==> config.mk <==
export PLATFORM = sky130hd
export DESIGN_NAME = spi_reg_bridge
export DESIGN_NICKNAME = d
export VERILOG_FILES = /design/src/rtl/spi_bridge_pkg.sv /design/src/rtl/spi_bridge_sync.sv /design/src/rtl/spi_bridge_shifter.sv /design/src/rtl/spi_bridge_ctrl.sv /design/src/rtl/spi_reg_bridge.sv
export SDC_FILE = /design/constraint.sdc
export NUM_CORES = 1
export LEC_CHECK = 0
export ABC_AREA = 1
export BUFFER_PORTS_ARGS = -buffer_cell sky130_fd_sc_hd__clkbuf_2
export CAP_MARGIN = 20
export CORE_UTILIZATION = 25
export DETAILED_ROUTE_END_ITERATION = 7
export GPL_ROUTABILITY_DRIVEN = 0
export PLACE_DENSITY = 0.48
export SYNTH_ARGS = -nofsm -noshare
export SYNTH_HDL_FRONTEND = slang
export SYNTH_SLANG_ARGS = --single-unit
==> constraint.sdc <==
create_clock -name clk -period 1.89 [get_ports clk]
set_input_delay 0.189 -clock clk [delete_from_list [all_inputs] [get_ports clk]]
set_output_delay 0.189 -clock clk [all_outputs]
set_load 0.1 [all_outputs]
==> src/rtl/spi_bridge_pkg.sv <==
package spi_bridge_pkg;
    localparam int BYTE_W = 8;
    localparam int OFF_W  = 4;
    localparam int RGN_W  = 2;

    localparam logic [RGN_W-1:0] RGN_CTRL = '0;

    typedef enum logic [1:0] {
        PH_CMD,
        PH_PAD,
        PH_DATA
    } phase_e;

    // command byte layout, most significant field first
    typedef struct packed {
        logic             wr;
        logic             inc;
        logic [RGN_W-1:0] region;
        logic [OFF_W-1:0] off;
    } cmd_t;
endpackage

==> src/rtl/spi_bridge_sync.sv <==
module spi_bridge_sync #(
    parameter int              W       = 3,
    parameter int              STAGES  = 2,
    parameter logic [W-1:0]    RST_VAL = '0
) (
    input  logic         clk,
    input  logic         rst_n,
    input  logic [W-1:0] din,
    output logic [W-1:0] dout
);
    logic [STAGES-1:0][W-1:0] stg_d, stg_q;

    genvar g;
    generate
        for (g = 0; g < STAGES; g++) begin : g_stage
            if (g == 0) begin : g_first
                assign stg_d[g] = din;
            end else begin : g_next
                assign stg_d[g] = stg_q[g-1];
            end
        end
    endgenerate

    always_ff @(posedge clk or negedge rst_n) begin
        if (!rst_n) stg_q <= {STAGES{RST_VAL}};
        else        stg_q <= stg_d;
    end

    assign dout = stg_q[STAGES-1];
endmodule

==> src/rtl/spi_bridge_shifter.sv <==
module spi_bridge_shifter #(
    parameter int DW = 8
) (
    input  logic          clk,
    input  logic          rst_n,
    input  logic          sclk_s,
    input  logic          cs_n_s,
    input  logic          mosi_s,
    input  logic [DW-1:0] tx_next,
    output logic          byte_done,
    output logic [DW-1:0] rx_byte,
    output logic          miso
);
    localparam int CW = $clog2(DW);
    localparam logic [CW-1:0] LAST = CW'(DW - 1);

    typedef struct packed {
        logic          sclk_prev;
        logic [CW-1:0] bitcnt;
        logic [DW-1:0] rx;
        logic [DW-1:0] tx;
        logic          load_pend;
    } shf_t;

    shf_t s_d, s_q;
    logic rise, fall;

    always_comb begin
        rise = sclk_s & ~s_q.sclk_prev;
        fall = ~sclk_s & s_q.sclk_prev;
        s_d = s_q;
        s_d.sclk_prev = sclk_s;
        if (cs_n_s) begin
            s_d.bitcnt    = '0;
            s_d.tx        = '0;
            s_d.load_pend = 1'b0;
        end else begin
            if (rise) begin
                s_d.rx = {s_q.rx[DW-2:0], mosi_s};
                if (s_q.bitcnt == LAST) begin
                    s_d.bitcnt    = '0;
                    s_d.load_pend = 1'b1;
                end else begin
                    s_d.bitcnt = s_q.bitcnt + 1'b1;
                end
            end
            if (fall) begin
                if (s_q.load_pend) begin
                    s_d.tx        = tx_next;
                    s_d.load_pend = 1'b0;
                end else begin
                    s_d.tx = {s_q.tx[DW-2:0], 1'b0};
                end
            end
        end
    end

    always_ff @(posedge clk or negedge rst_n) begin
        if (!rst_n) s_q <= '0;
        else        s_q <= s_d;
    end

    assign byte_done = ~cs_n_s & rise & (s_q.bitcnt == LAST);
    assign rx_byte   = {s_q.rx[DW-2:0], mosi_s};
    assign miso      = ~cs_n_s & s_q.tx[DW-1];
endmodule

==> src/rtl/spi_bridge_ctrl.sv <==
module spi_bridge_ctrl #(
    parameter int         DW      = 8,
    parameter int         OW      = 4,
    parameter logic [7:0] ID_VAL  = 8'h42,
    parameter logic [7:0] VER_VAL = 8'h01
) (
    input  logic          clk,
    input  logic          rst_n,
    input  logic          wr,
    input  logic [OW-1:0] off,
    input  logic [DW-1:0] wdata,
    output logic [DW-1:0] rdata,
    output logic          cpu_reset
);
    localparam logic [OW-1:0] OFF_ID  = OW'(0);
    localparam logic [OW-1:0] OFF_VER = OW'(1);
    localparam logic [OW-1:0] OFF_RUN = OW'(2);

    logic [DW-1:0] run_d, run_q;

    always_comb begin
        run_d = run_q;
        if (wr && off == OFF_RUN) run_d = wdata;
        case (off)
            OFF_ID:  rdata = DW'(ID_VAL);
            OFF_VER: rdata = DW'(VER_VAL);
            OFF_RUN: rdata = run_q;
            default: rdata = '0;
        endcase
    end

    always_ff @(posedge clk or negedge rst_n) begin
        if (!rst_n) run_q <= '0;
        else        run_q <= run_d;
    end

    assign cpu_reset = ~run_q[0];
endmodule

==> src/rtl/spi_reg_bridge.sv <==
module spi_reg_bridge
    import spi_bridge_pkg::*;
#(
    parameter int         SYNC_STAGES = 2,
    parameter logic [7:0] ID_VAL      = 8'h42,
    parameter logic [7:0] VER_VAL     = 8'h01
) (
    input  logic             clk,
    input  logic             rst_n,
    input  logic             spi_sclk,
    input  logic             spi_cs_n,
    input  logic             spi_mosi,
    output logic             spi_miso,
    output logic [RGN_W-1:0] bus_region,
    output logic [OFF_W-1:0] bus_offset,
    output logic [BYTE_W-1:0] bus_wdata,
    output logic             bus_wr,
    output logic             bus_rd,
    input  logic [BYTE_W-1:0] bus_rdata,
    output logic             cpu_reset
);
    logic              cs_sync, sclk_sync, mosi_sync;
    logic              byte_done;
    logic [BYTE_W-1:0] rx_byte, ctl_rdata, rd_mux;
    logic              strobe_wr, strobe_rd, ctl_wr;
    logic [OFF_W-1:0]  cur_off;

    spi_bridge_sync #(
        .W       (3),
        .STAGES  (SYNC_STAGES),
        .RST_VAL (3'b100)
    ) u_sync (
        .clk   (clk),
        .rst_n (rst_n),
        .din   ({spi_cs_n, spi_sclk, spi_mosi}),
        .dout  ({cs_sync, sclk_sync, mosi_sync})
    );

    typedef struct packed {
        phase_e            phase;
        cmd_t              cmd;
        logic [OFF_W-1:0]  off;
        logic [BYTE_W-1:0] pending;
        logic [BYTE_W-1:0] txn;
        logic              fetch;
    } frm_t;

    frm_t f_d, f_q;

    spi_bridge_shifter #(.DW(BYTE_W)) u_shift (
        .clk       (clk),
        .rst_n     (rst_n),
        .sclk_s    (sclk_sync),
        .cs_n_s    (cs_sync),
        .mosi_s    (mosi_sync),
        .tx_next   (f_q.txn),
        .byte_done (byte_done),
        .rx_byte   (rx_byte),
        .miso      (spi_miso)
    );

    assign rd_mux = (f_q.cmd.region == RGN_CTRL) ? ctl_rdata : bus_rdata;

    always_comb begin
        f_d       = f_q;
        strobe_wr = 1'b0;
        strobe_rd = 1'b0;
        if (cs_sync) begin
            f_d.phase = PH_CMD;
            f_d.fetch = 1'b0;
        end else begin
            if (f_q.fetch) begin
                strobe_rd   = 1'b1;
                f_d.pending = rd_mux;
                f_d.fetch   = 1'b0;
                if (f_q.cmd.inc) f_d.off = f_q.off + 1'b1;
            end
            if (byte_done) begin
                unique case (f_q.phase)
                    PH_CMD: begin
                        f_d.cmd   = cmd_t'(rx_byte);
                        f_d.off   = rx_byte[OFF_W-1:0];
                        f_d.txn   = '0;
                        f_d.phase = rx_byte[BYTE_W-1] ? PH_DATA : PH_PAD;
                        f_d.fetch = ~rx_byte[BYTE_W-1];
                    end
                    PH_PAD: begin
                        f_d.txn   = f_q.pending;
                        f_d.fetch = 1'b1;
                        f_d.phase = PH_DATA;
                    end
                    default: begin
                        if (f_q.cmd.wr) begin
                            strobe_wr = 1'b1;
                            if (f_q.cmd.inc) f_d.off = f_q.off + 1'b1;
                        end else begin
                            f_d.txn   = f_q.pending;
                            f_d.fetch = 1'b1;
                        end
                    end
                endcase
            end
        end
    end

    always_ff @(posedge clk or negedge rst_n) begin
        if (!rst_n) f_q <= '{phase: PH_CMD, default: '0};
        else        f_q <= f_d;
    end

    assign cur_off    = f_q.off;
    assign ctl_wr     = strobe_wr & (f_q.cmd.region == RGN_CTRL);
    assign bus_wr     = strobe_wr & (f_q.cmd.region != RGN_CTRL);
    assign bus_rd     = strobe_rd & (f_q.cmd.region != RGN_CTRL);
    assign bus_region = f_q.cmd.region;
    assign bus_offset = f_q.off;
    assign bus_wdata  = rx_byte;

    spi_bridge_ctrl #(
        .DW      (BYTE_W),
        .OW      (OFF_W),
        .ID_VAL  (ID_VAL),
        .VER_VAL (VER_VAL)
    ) u_ctrl (
        .clk       (clk),
        .rst_n     (rst_n),
        .wr        (ctl_wr),
        .off       (cur_off),
        .wdata     (rx_byte),
        .rdata     (ctl_rdata),
        .cpu_reset (cpu_reset)
    );
endmodule

---- Word level (Yosys, flattened, before mapping) ----
Cells that the tools add are included.
word-level totals
  output and inout port bits .............. 18
  word-level logic and storage cells ...... 83
  input port bits ......................... 13
  register bits ........................... 66
operators by class
  bitwise operators ....................... 13
  multiplexer cells ....................... 31
  eq/ne operators ......................... 5
  $add $sub $neg .......................... 2
  reduce and logical (&&, ||, !) cells .... 15
operators with widths
  cell                                           number
  two-way mux 9 bit                              3
  two-way mux 8 bit                              3
  case mux 8 bit (3 select lines)                1
  case mux 9 bit (2 select lines)                1
  two-way mux 14 bit                             1
  two-way mux 12 bit                             1
  two-way mux 4 bit                              3
  two-way mux 1 bit                              11
  two-way mux 11 bit                             1
  bitwise AND 1 bit                              8
  case mux 4 bit (2 select lines)                1
  nonzero test 2 bit                             4
  two-way mux 3 bit                              2
  AND reduction 2 bit                            3
  AND reduction 3 bit                            2
  inverter 1 bit                                 5
  adder 4 x 1 -> 4 bit, second input constant    1
  == test 4 x 1 -> 1 bit, second input constant  1
  == test 4 x 2 -> 1 bit, second input constant  1
  logical NOT 2 bit                              2
  logical NOT 4 bit                              1
  two-way mux 2 bit                              2
  case mux 2 bit (2 select lines)                1
  adder 3 x 1 -> 3 bit, second input constant    1
  other kinds (6)                                6

---- Longest topological paths before layout ----
Gate-level depths: netlist of the first run.
  depth in word-level cells ............... 9
  gate-level depth with buffers ........... 11
  depth with buffers taken out ............ 11

---- Cells and area by module ----
A second synthesis of the first run with hierarchy kept.
second synthesis, totals
  cell total of the unflattened synthesis .. 390
  area, all modules ....................... 3151.8 um^2
modules (own cells, without submodules)
  module              times used  cells each  area each (um^2)  sequential area each (um^2)
  spi_reg_bridge      1           198         1536.5            675.6
  spi_bridge_shifter  1           127         1003.5            500.5
  spi_bridge_ctrl     1           59          459.2             200.2
  spi_bridge_sync     1           6           152.6             152.6

---- Worst setup path after synthesis of the first run ----
Ideal clock, no wire load.
  kind .................................... reg-to-output
  from .................................... register u_shift.s_q[17] (netlist name)
  to ...................................... output bus_wr
  stages on the path, launching flop included .. 8
  path slack .............................. -1389 ps
  required time ........................... 1701 ps
  arrival ................................. 3090 ps
  path buffers ............................ 1
  cells stage by stage .................... dfrtp_1 > ha_1 > ha_1 > inv_1 > nor2_4 > nand2_4 > buf_6 > nor3_1
on the way
  cells in the longest elaborated chain, start to end .. 5
RTL lines
  item                    line                      RTL
  from (decl)             spi_bridge_shifter.sv:25  shf_t s_d, s_q;
  from (signal assigned)  spi_bridge_shifter.sv:59  if (!rst_n) s_q <= '0;
  from (signal assigned)  spi_bridge_shifter.sv:60  else s_q <= s_d;
  == test 3 bit           spi_bridge_shifter.sv:63  assign byte_done = ~cs_n_s & rise & (s_q.bitcnt == LAST);
  bitwise AND 1 bit       spi_bridge_shifter.sv:63
  two-way mux 1 bit       spi_reg_bridge.sv:78      if (byte_done) begin
  two-way mux 1 bit       spi_reg_bridge.sv:68      if (cs_sync) begin
  bitwise AND 1 bit       spi_reg_bridge.sv:113     assign bus_wr = strobe_wr & (f_q.cmd.region != RGN_CTRL);
  to (decl)               spi_reg_bridge.sv:17      output logic bus_wr,
Every way passes these cells.

---- Final worst setup path of the first run ----
Same ends and word-level chain as after synthesis.

==> results of run 1 <==
==> how the worst min path moves through the flow <==
stage	endpoint	cells after the start	from
global placement	u_shift.s_q[5]	2	rst_n
detailed placement	f_q[13]	2	rst_n
CTS	f_q[12]	3	bus_rdata[3]
finish	f_q[12]	3	bus_rdata[3]
global route	f_q[10]	3	bus_rdata[1]
floorplan	bus_offset[0]	0	rst_n
==> cell type report <==
cell class	count	area, sq um	area share, %
well taps	143	179	4.81
multi-input cells	219	1200	32.3
clock buffers	13	270	7.27
clock inverters	3	42.5	1.14
repair buffers	46	323	8.68
inverters	46	174	4.68
flip-flops and latches	61	1530	41.1
==> power breakdown <==
group | leakage (nW) | internal [mW] | switching, mW | total (mW)
combinational | 0.909 | 0.0712 | 0.382 | 0.453
sequential | 0.786 | 1.35 | 0.0369 | 1.39
clock | 0.152 | 1.12 | 0.567 | 1.69
==> Yosys cell counts, drive strengths merged <==
cell type  number  area share, %
buf            19            4.8
a21oi          11            1.8
dfstp           2            1.7
o21a            1           0.25
o31ai           1           0.25
dfrtp          59             49
clkbuf          3           0.41
nor3            1           0.17
a211oi          1           0.25
a2bb2oi         1           0.29
o21ai          51            9.5
o22ai           9            1.9
ha              6            2.5
nand2          89             12
xor2            1           0.29
nor2           17            3.4
clkinv          3           0.41
nand3          24            4.6
inv            43            5.3
a22oi           5            1.2
nand4           1           0.21
==> cell families after synthesis <==
logic type | synth area share, %
AND/OR/NAND/NOR | 20.1
buffers and inverters | 11.0
adder cells (fa/ha/maj) | 2.49
flip-flops | 50.7
AO/OA/AOI/OAI | 15.4
XOR/XNOR | 0.290
==> repair_timing <==
item,4_1_cts,5_1_grt
gates resized for setup,5,1
buffers inserted,3,1
hold buffers,4,0
endpoints found under the hold margin,62,0
setup endpoints to repair,1,1
pin swaps,4,4
==> per-stage QoR <==
stage / area (sq um) / power (mW) / hold WS, ps
floorplan: 3030 / 1.79 / -107
detailed placement: 3300 / 1.86 / 235
global route: 3720 / 3.66 / 184
finish: 3720 / 3.53 / 167
global placement: 3300 / 1.86 / 236
CTS: 3700 / 3.58 / 158
==> sequential cells by signal, indices dropped and copies added, names as in the netlist <==
| signal | flops |
|---|---|
| u_shift.rx_byte | 7 |
| u_sync.dout | 3 |
| u_ctrl.run_q | 8 |
| f_q | 21 |
| bus_region | 2 |
| u_sync.stg_d | 3 |
| u_shift.s_q | 13 |
| bus_offset | 4 |
==> layer usage <==
layer	share of wire [%]	GRT usage (%)
met1	48	16.0
met2	46	18.7
met3	4.6	3.43
met4	1.6	5.14
met5	0	0
==> critical path, cell delays in order, from the launching register on <==
cell	delay, ps
dfrtp_1	390
ha_4	160
ha_4	130
inv_2	40
nor2_4	160
nand2_8	70
nor3_4	180
buf_12	210
==> impl_metrics.json, run 1 <==
{
  "startpoint": "u_shift.s_q[17]",
  "fill_cells": 1234,
  "yosysUniqueCellTypes": 34,
  "dp_hpwl_mm": 5.00,
  "syn_inst": 348,
  "rrSetupSlack_ps": 140,
  "worst_hold_path_type": "primary input to flop",
  "drc": 1,
  "final_nets": 402,
  "grt_overflow": 0,
  "placedCellCount": 507,
  "cts_sinks": 61,
  "hold_violations": 0,
  "drive_gt1_share_pct": 21.9,
  "dr_total_vias": 2352,
  "dr.pass1.iters": 7,
  "required_ps": 1700,
  "slew_viol_final": 0,
  "cts_buffers": 9,
  "max_slew_margin_pct": 55.6,
  "irDropWorstVdd_mv": 0.827,
  "synth_nets": 367,
  "syn_to_final_growth_pct": 23.3,
  "grt_max_degree": 62,
  "gr-usage-all-layers_pct": 12.2,
  "grt_pass1_vias": 2256,
  "htree_levels": 3,
  "worstPathMaxFanout": 2,
  "rsz0062_at_grt": "true",
  "num_io_pins": 31,
  "start_util_pct": 26.0,
  "clk_pin_slew_ps": 50,
  "cts_tree": "built",
  "clk_latency_ps": 330,
  "powerDensity_nw_per_um2": 950,
  "grt_pass1_wl_mm": 11.6,
  "final_cell_mix": "nand2_1, dfrtp_1, o21ai_0",
  "setup_slack_ps": 37.4,
  "fin_crit_ps": 1850,
  "cp-end-kind": "output pin",
  "cts_buffer_depth": 2,
  "timing.rr.end": "u_ctrl.run_q[1]",
  "cp-endpoint": "bus_wr",
  "post-place-ws_ps": 190,
  "vias_per_cell": 4.43,
  "fp.dieW_um": 112,
  "cts_root_buffer": "clkbuf_16",
  "worstPathArrival_ps": 1660,
  "ant_nets": 0,
  "antenna_found_initial": 0,
  "row_count": 39,
  "finish.utilization_pct": 32.0,
  "io_buffers": 30,
  "outcome": "finished, violations left",
  "finalCritPeriodShare_pct": 98.0,
  "stdcell_count": 531,
  "layout_commonest_cell": "nand2_1",
  "wirelength_mm": 6.93,
  "max_cap_viol_count": 0,
  "tightest_slew_ps": 662,
  "skew_ps": 6.74,
  "rr_worst_depth": 10,
  "wl_per_cell_um": 13.1,
  "totalNegativeSetupSlack_ps": 0,
  "rr_startpoint": "u_shift.s_q[17]",
  "yosysWarningCount": 0,
  "violations": "DRC",
  "p_leak_nw": 1.85,
  "drt-initial-drc-count": 111,
  "core_sq_um": 11600,
  "max_freq_mhz": 540,
  "yosysSeqAreaShare_pct": 50.7,
  "syn_area_per_cell_sq_um": 8.67,
  "syn_area_sq_um": 3020,
  "die_h_um": 112,
  "die-area_sq_um": 12500,
  "startpoint_type": "flop",
  "setup_viol": 0,
  "n_antenna_cell": 0,
  "critPathKind": "flop to output pin",
  "ys_ff_latch": 61
}
Power figures use the tool's default switching activity.
==> run 2, diff against run 1 <==
REMOVE_ABC_BUFFERS = 1   (was default)
clock period = 2.35 ns   (was 1.89 ns; I/O delays follow)
==> impl_metrics.json, run 2 (same netlist as run 1, synthesis figures left out) <==
{
  "outcome": "complete, no violations",
  "fill_cells": 1252,
  "die_h_um": 112,
  "vias_per_cell": 4.37,
  "seqPwrFrac_pct": 39.4,
  "dr_total_vias": 2270,
  "grt_overflow": 0,
  "antenna_found_initial": 0,
  "largest_reg_flops": 21,
  "skew_ps": 7.70,
  "cts_buffer_depth": 2,
  "clock_power_share_pct": 48.1,
  "p_sw_share_pct": 28.1,
  "io_buffers": 30,
  "path_cells": "ha_1 -> ha_1 -> inv_1 -> nor2_4 -> nand2_4 -> nor3_1 -> buf_4",
  "drive_gt1_share_pct": 18.6,
  "largest-register": "f_q",
  "layout_commonest_cell": "nand2_1",
  "final_cell_mix": "nand2_1, dfrtp_1, o21ai_0",
  "grt_pass1_vias": 2317,
  "cts-resized-gates": 0,
  "p_leak_nw": 1.78,
  "cp_top_family": "simple AND/OR/NAND/NOR gates",
  "powerDensity_nw_per_um2": 801,
  "core_sq_um": 11600,
  "fin_crit_ps": 2230,
  "htree_levels": 3,
  "grt_max_degree": 41,
  "multiInputGateArea_sq_um": 1160,
  "worstPathMaxFanout": 14,
  "slew_viol_final": 0,
  "drc": 0,
  "fp.dieW_um": 112,
  "rsz0062_at_grt": "false",
  "required_ps": 2120,
  "cts_tree": "built",
  "dr.pass1.iters": 4,
  "gr-usage-all-layers_pct": 12.4,
  "cts_setup_buffers": 0,
  "n_antenna_cell": 0,
  "p_sw_mw": 0.801,
  "cts_root_buffer": "clkbuf_16",
  "hold_violations": 0,
  "max_freq_mhz": 449,
  "worst_hold_path_type": "primary input to flop",
  "clk_pin_slew_ps": 50,
  "max_slew_margin_pct": 54.8,
  "grt_pass1_wl_mm": 11.9,
  "top_regs": "f_q: 21 flops, u_shift.s_q: 13 flops, u_ctrl.run_q: 8 flops",
  "power.total_mw": 2.85,
  "p_int_mw": 2.05,
  "wl_per_cell_um": 13.2,
  "row_count": 39,
  "cts_buffers": 9,
  "placedCellCount": 500,
  "worstPathArrival_ps": 1990,
  "cpPeakStageDelay_ps": 380,
  "finish.utilization_pct": 30.6,
  "startpoint_type": "flop",
  "start_util_pct": 26.0,
  "num_io_pins": 31,
  "stdcell_count": 519,
  "clk_latency_ps": 330,
  "critPathKind": "flop to output pin",
  "cts_hold_buffers": 3,
  "regArea_sq_um": 1530,
  "cts_sinks": 61,
  "drt-initial-drc-count": 79,
  "crit_slowest_cell": "dfrtp_1",
  "cp-end-kind": "output pin",
  "pwr-share-comb_pct": 12.5,
  "irDropWorstVdd_mv": 0.475,
  "ant_nets": 0,
  "dp_hpwl_mm": 5.01,
  "wirelength_mm": 6.83,
  "max_cap_viol_count": 0,
  "tightest_slew_ps": 673,
  "crit_buf_inv": 2,
  "die-area_sq_um": 12500,
  "syn_to_final_growth_pct": 17.8,
  "final_nets": 390,
  "finalCritPeriodShare_pct": 94.8,
  "cp_common_cell": "ha_1",
  "setup_viol": 0
}
-- run 2: worst paths after layout --
| kind | from | slack, ps | depth (start not counted) | end |
|---|---|---|---|---|
| setup / recovery | u_shift.s_q[17] | 120 | 7 | bus_wr |
| hold / removal | spi_sclk | 20 | 1 | u_sync.stg_d[4] |
| setup reg to reg | u_shift.s_q[17] | 650 | 9 | u_ctrl.run_q[1] |
| hold reg to reg | u_sync.stg_d[3] | 350 | 0 | u_sync.dout[0] |
| max in group asynchronous | rst_n | 1270 | 3 | u_shift.rx_byte[3] |
| min in group asynchronous | rst_n | 450 | 2 | u_shift.s_q[2] |
-- run 2: cell type report --
cell class / instances / share of cell area (%)
Tap cell: 143 / 5.03
Clock inverter: 3 / 1.20
Multi-Input combinational cell: 219 / 32.6
Clock buffer: 13 / 7.60
Sequential cell: 61 / 43.0
Timing Repair Buffer: 34 / 5.70
Inverter: 46 / 4.89
-- run 2: through the flow --
| step | TNS (ps) | area [sq um] | hold slack [ps] | worst slack, ps |
|---|---|---|---|---|
| after global placement | 0 | 3210 | 277 | 499 |
| after floorplan | -1090 | 2860 | -60.6 | -1090 |
| after detailed placement | 0 | 3210 | 289 | 471 |
| after CTS | 0 | 3550 | 8.95 | 102 |
| final | 0 | 3550 | 17.0 | 122 |
| after global routing | 0 | 3550 | 6.23 | 5.26 |
-- run 2: power by group through the flow --
stage	registers [mW]	clock network, mW	logic (mW)
3_5_place_dp	1.14	0	0.357
5_1_grt	1.13	1.45	0.379
6_report	1.12	1.37	0.356
2_1_floorplan	1.33	0	0.0637
4_1_cts	1.12	1.40	0.361
3_3_place_gp	1.14	0	0.356
-- run 2: routing by layer --
layer / track usage [%] / vias up / share of wire, %
met2: 17.8 / 44 / 43
met3: 4.41 / 12 / 4.8
met4: 5.32 / 0 / 1.7
met5: 0 / - / 0
met1: 16.9 / 1051 / 51
li1: - / 1163 / -
==> run 3, diff against run 2 <==
==> constraint.sdc (replaced) <==
create_clock -name clk -period 2.35 [get_ports clk]
set_input_delay 0.47 -clock clk [delete_from_list [all_inputs] [get_ports clk]]
set_output_delay 0.47 -clock clk [all_outputs]
set_load 0.1 [all_outputs]
==> impl_metrics.json, run 3 (same netlist as run 1, synthesis figures left out) <==
{
  "cts_buffers": 9,
  "dpl-instance-area_sq_um": 3230,
  "setup_viol": 0,
  "cts_buffer_depth": 2,
  "power.total_mw": 2.90,
  "drive_gt1_share_pct": 19.7,
  "start_util_pct": 26.0,
  "stdcell_count": 519,
  "clk_latency_ps": 330,
  "clk_pin_slew_ps": 50,
  "final_nets": 390,
  "crit_cells": 7,
  "cpPeakStageDelay_ps": 380,
  "cp-end-kind": "output pin",
  "final_cell_mix": "nand2_1, dfrtp_1, o21ai_0",
  "irDropWorstVdd_mv": 0.538,
  "grt_pass1_vias": 2326,
  "dr.pass1.iters": 4,
  "row_count": 39,
  "antenna_found_initial": 0,
  "vias_per_cell": 4.36,
  "cts-resized-gates": 1,
  "cts_tree": "built",
  "n_antenna_cell": 0,
  "largest_reg_flops": 21,
  "grt_max_degree": 26,
  "core_sq_um": 11600,
  "ant_nets": 0,
  "powerDensity_nw_per_um2": 814,
  "cts_sinks": 61,
  "dr_total_vias": 2265,
  "fin_crit_ps": 2240,
  "crit_buf_inv": 2,
  "wl_per_cell_um": 13.1,
  "outcome": "complete, no violations",
  "startpoint_type": "flop",
  "top_regs": "f_q: 21 flops, u_shift.s_q: 13 flops, u_ctrl.run_q: 8 flops",
  "drc": 0,
  "wirelength_mm": 6.78,
  "hold_violations": 0,
  "final_cell_area_sq_um": 3570,
  "cp_top_family": "simple AND/OR/NAND/NOR gates",
  "worstPathArrival_ps": 1770,
  "gr-usage-all-layers_pct": 12.1,
  "slew_viol_final": 0,
  "finish.utilization_pct": 30.7,
  "fp.dieW_um": 112,
  "grt_pass1_wl_mm": 11.7,
  "layout_commonest_cell": "nand2_1",
  "finalCritPeriodShare_pct": 95.1,
  "required_ps": 1880,
  "die-area_sq_um": 12500,
  "largest-register": "f_q",
  "io_buffers": 30,
  "worstPathMaxFanout": 4,
  "path_cells": "ha_1 -> ha_1 -> inv_1 -> nor2_4 -> nand2_4 -> nor3_2 -> buf_12",
  "syn_to_final_growth_pct": 18.2,
  "tightest_slew_ps": 621,
  "critPathKind": "flop to output pin",
  "die_h_um": 112,
  "cp_common_cell": "ha_1",
  "fill_cells": 1246,
  "num_io_pins": 31,
  "htree_levels": 3,
  "placedCellCount": 503,
  "rsz0062_at_grt": "false",
  "crit_slowest_cell": "dfrtp_1",
  "max_freq_mhz": 447,
  "rr_worst_depth": 10,
  "skew_ps": 4.83,
  "max_slew_margin_pct": 58.3,
  "max_cap_viol_count": 0,
  "cts_root_buffer": "clkbuf_16",
  "cts_hold_buffers": 0,
  "grt_overflow": 0,
  "worst_hold_path_type": "primary input to asynchronous set/reset pin",
  "cts_setup_buffers": 0,
  "drt-initial-drc-count": 76,
  "p_leak_nw": 1.79,
  "dp_hpwl_mm": 4.93
}
-- run 3: cell count changes in the layout (fill, tap and decap cells not counted) --
cell | before | now
buf_4 | 1 | 4
nor3_1 | 1 | 0
nor3_2 | 0 | 1
bufinv_16 | 1 | 2
clkinvlp_4 | 1 | 0
dlygate4sd3_1 | 3 | 0
clkbuf_8 | 3 | 2
clkinv_2 | 2 | 3
-- run 3: cell type report --
class,count,area (sq um),share of cell area [%]
clock inverter,4,70.1,1.96
inverter,46,174,4.88
clock buffer,12,256,7.19
timing repair buffer,34,195,5.47
sequential,61,1530,42.9
tap,143,179,5.02
multi-input combinational,219,1160,32.6
-- run 3: power by group --
group	internal (mW)	switching (mW)	total [mW]
combinational	0.0484	0.302	0.350
sequential	1.09	0.0327	1.12
clock	0.982	0.452	1.43
total	2.12	0.786	2.90
-- run 3: layer usage --
metal | GRT usage [%] | wire length (um)
met1 | 17.2 | 3590
met2 | 16.9 | 2810
met3 | 3.70 | 258
met4 | 4.68 | 112
met5 | 0 | 0
-- run 3: final timing paths --
| kind | startpoint | to | slack, ps |
|---|---|---|---|
| setup / recovery | u_shift.s_q[17] | bus_wr | 110 |
| max in group asynchronous | rst_n | u_ctrl.run_q[1] | 1500 |
| min in group clk | spi_cs_n | u_sync.stg_d[5] | 230 |
| hold reg to reg | u_sync.stg_d[3] | u_sync.dout[0] | 350 |
| hold / removal | rst_n | u_shift.s_q[4] | 110 |
| setup reg to reg | u_shift.s_q[17] | u_ctrl.run_q[7] | 520 |
-- run 3: metrics by stage --
step / setup TNS, ps / hold slack (ps) / worst slack, ps
finish: 0 / 111 / 114
global route: 0 / 150 / 4.03
CTS: 0 / 125 / 79.1
detailed placement: 0 / 339 / 285
global placement: 0 / 334 / 371
floorplan: -1540 / 174 / -1320
-- run 3: worst register-to-register path, cell delays in order, from the launching register on --
cell      delay (ps)
dfrtp_1          380
ha_1             170
ha_1             160
inv_1             70
nor2_4           170
nand2_4           60
buf_4            200
clkinv_2          90
nand3_4          210
nand2_1          160
o21ai_2           60
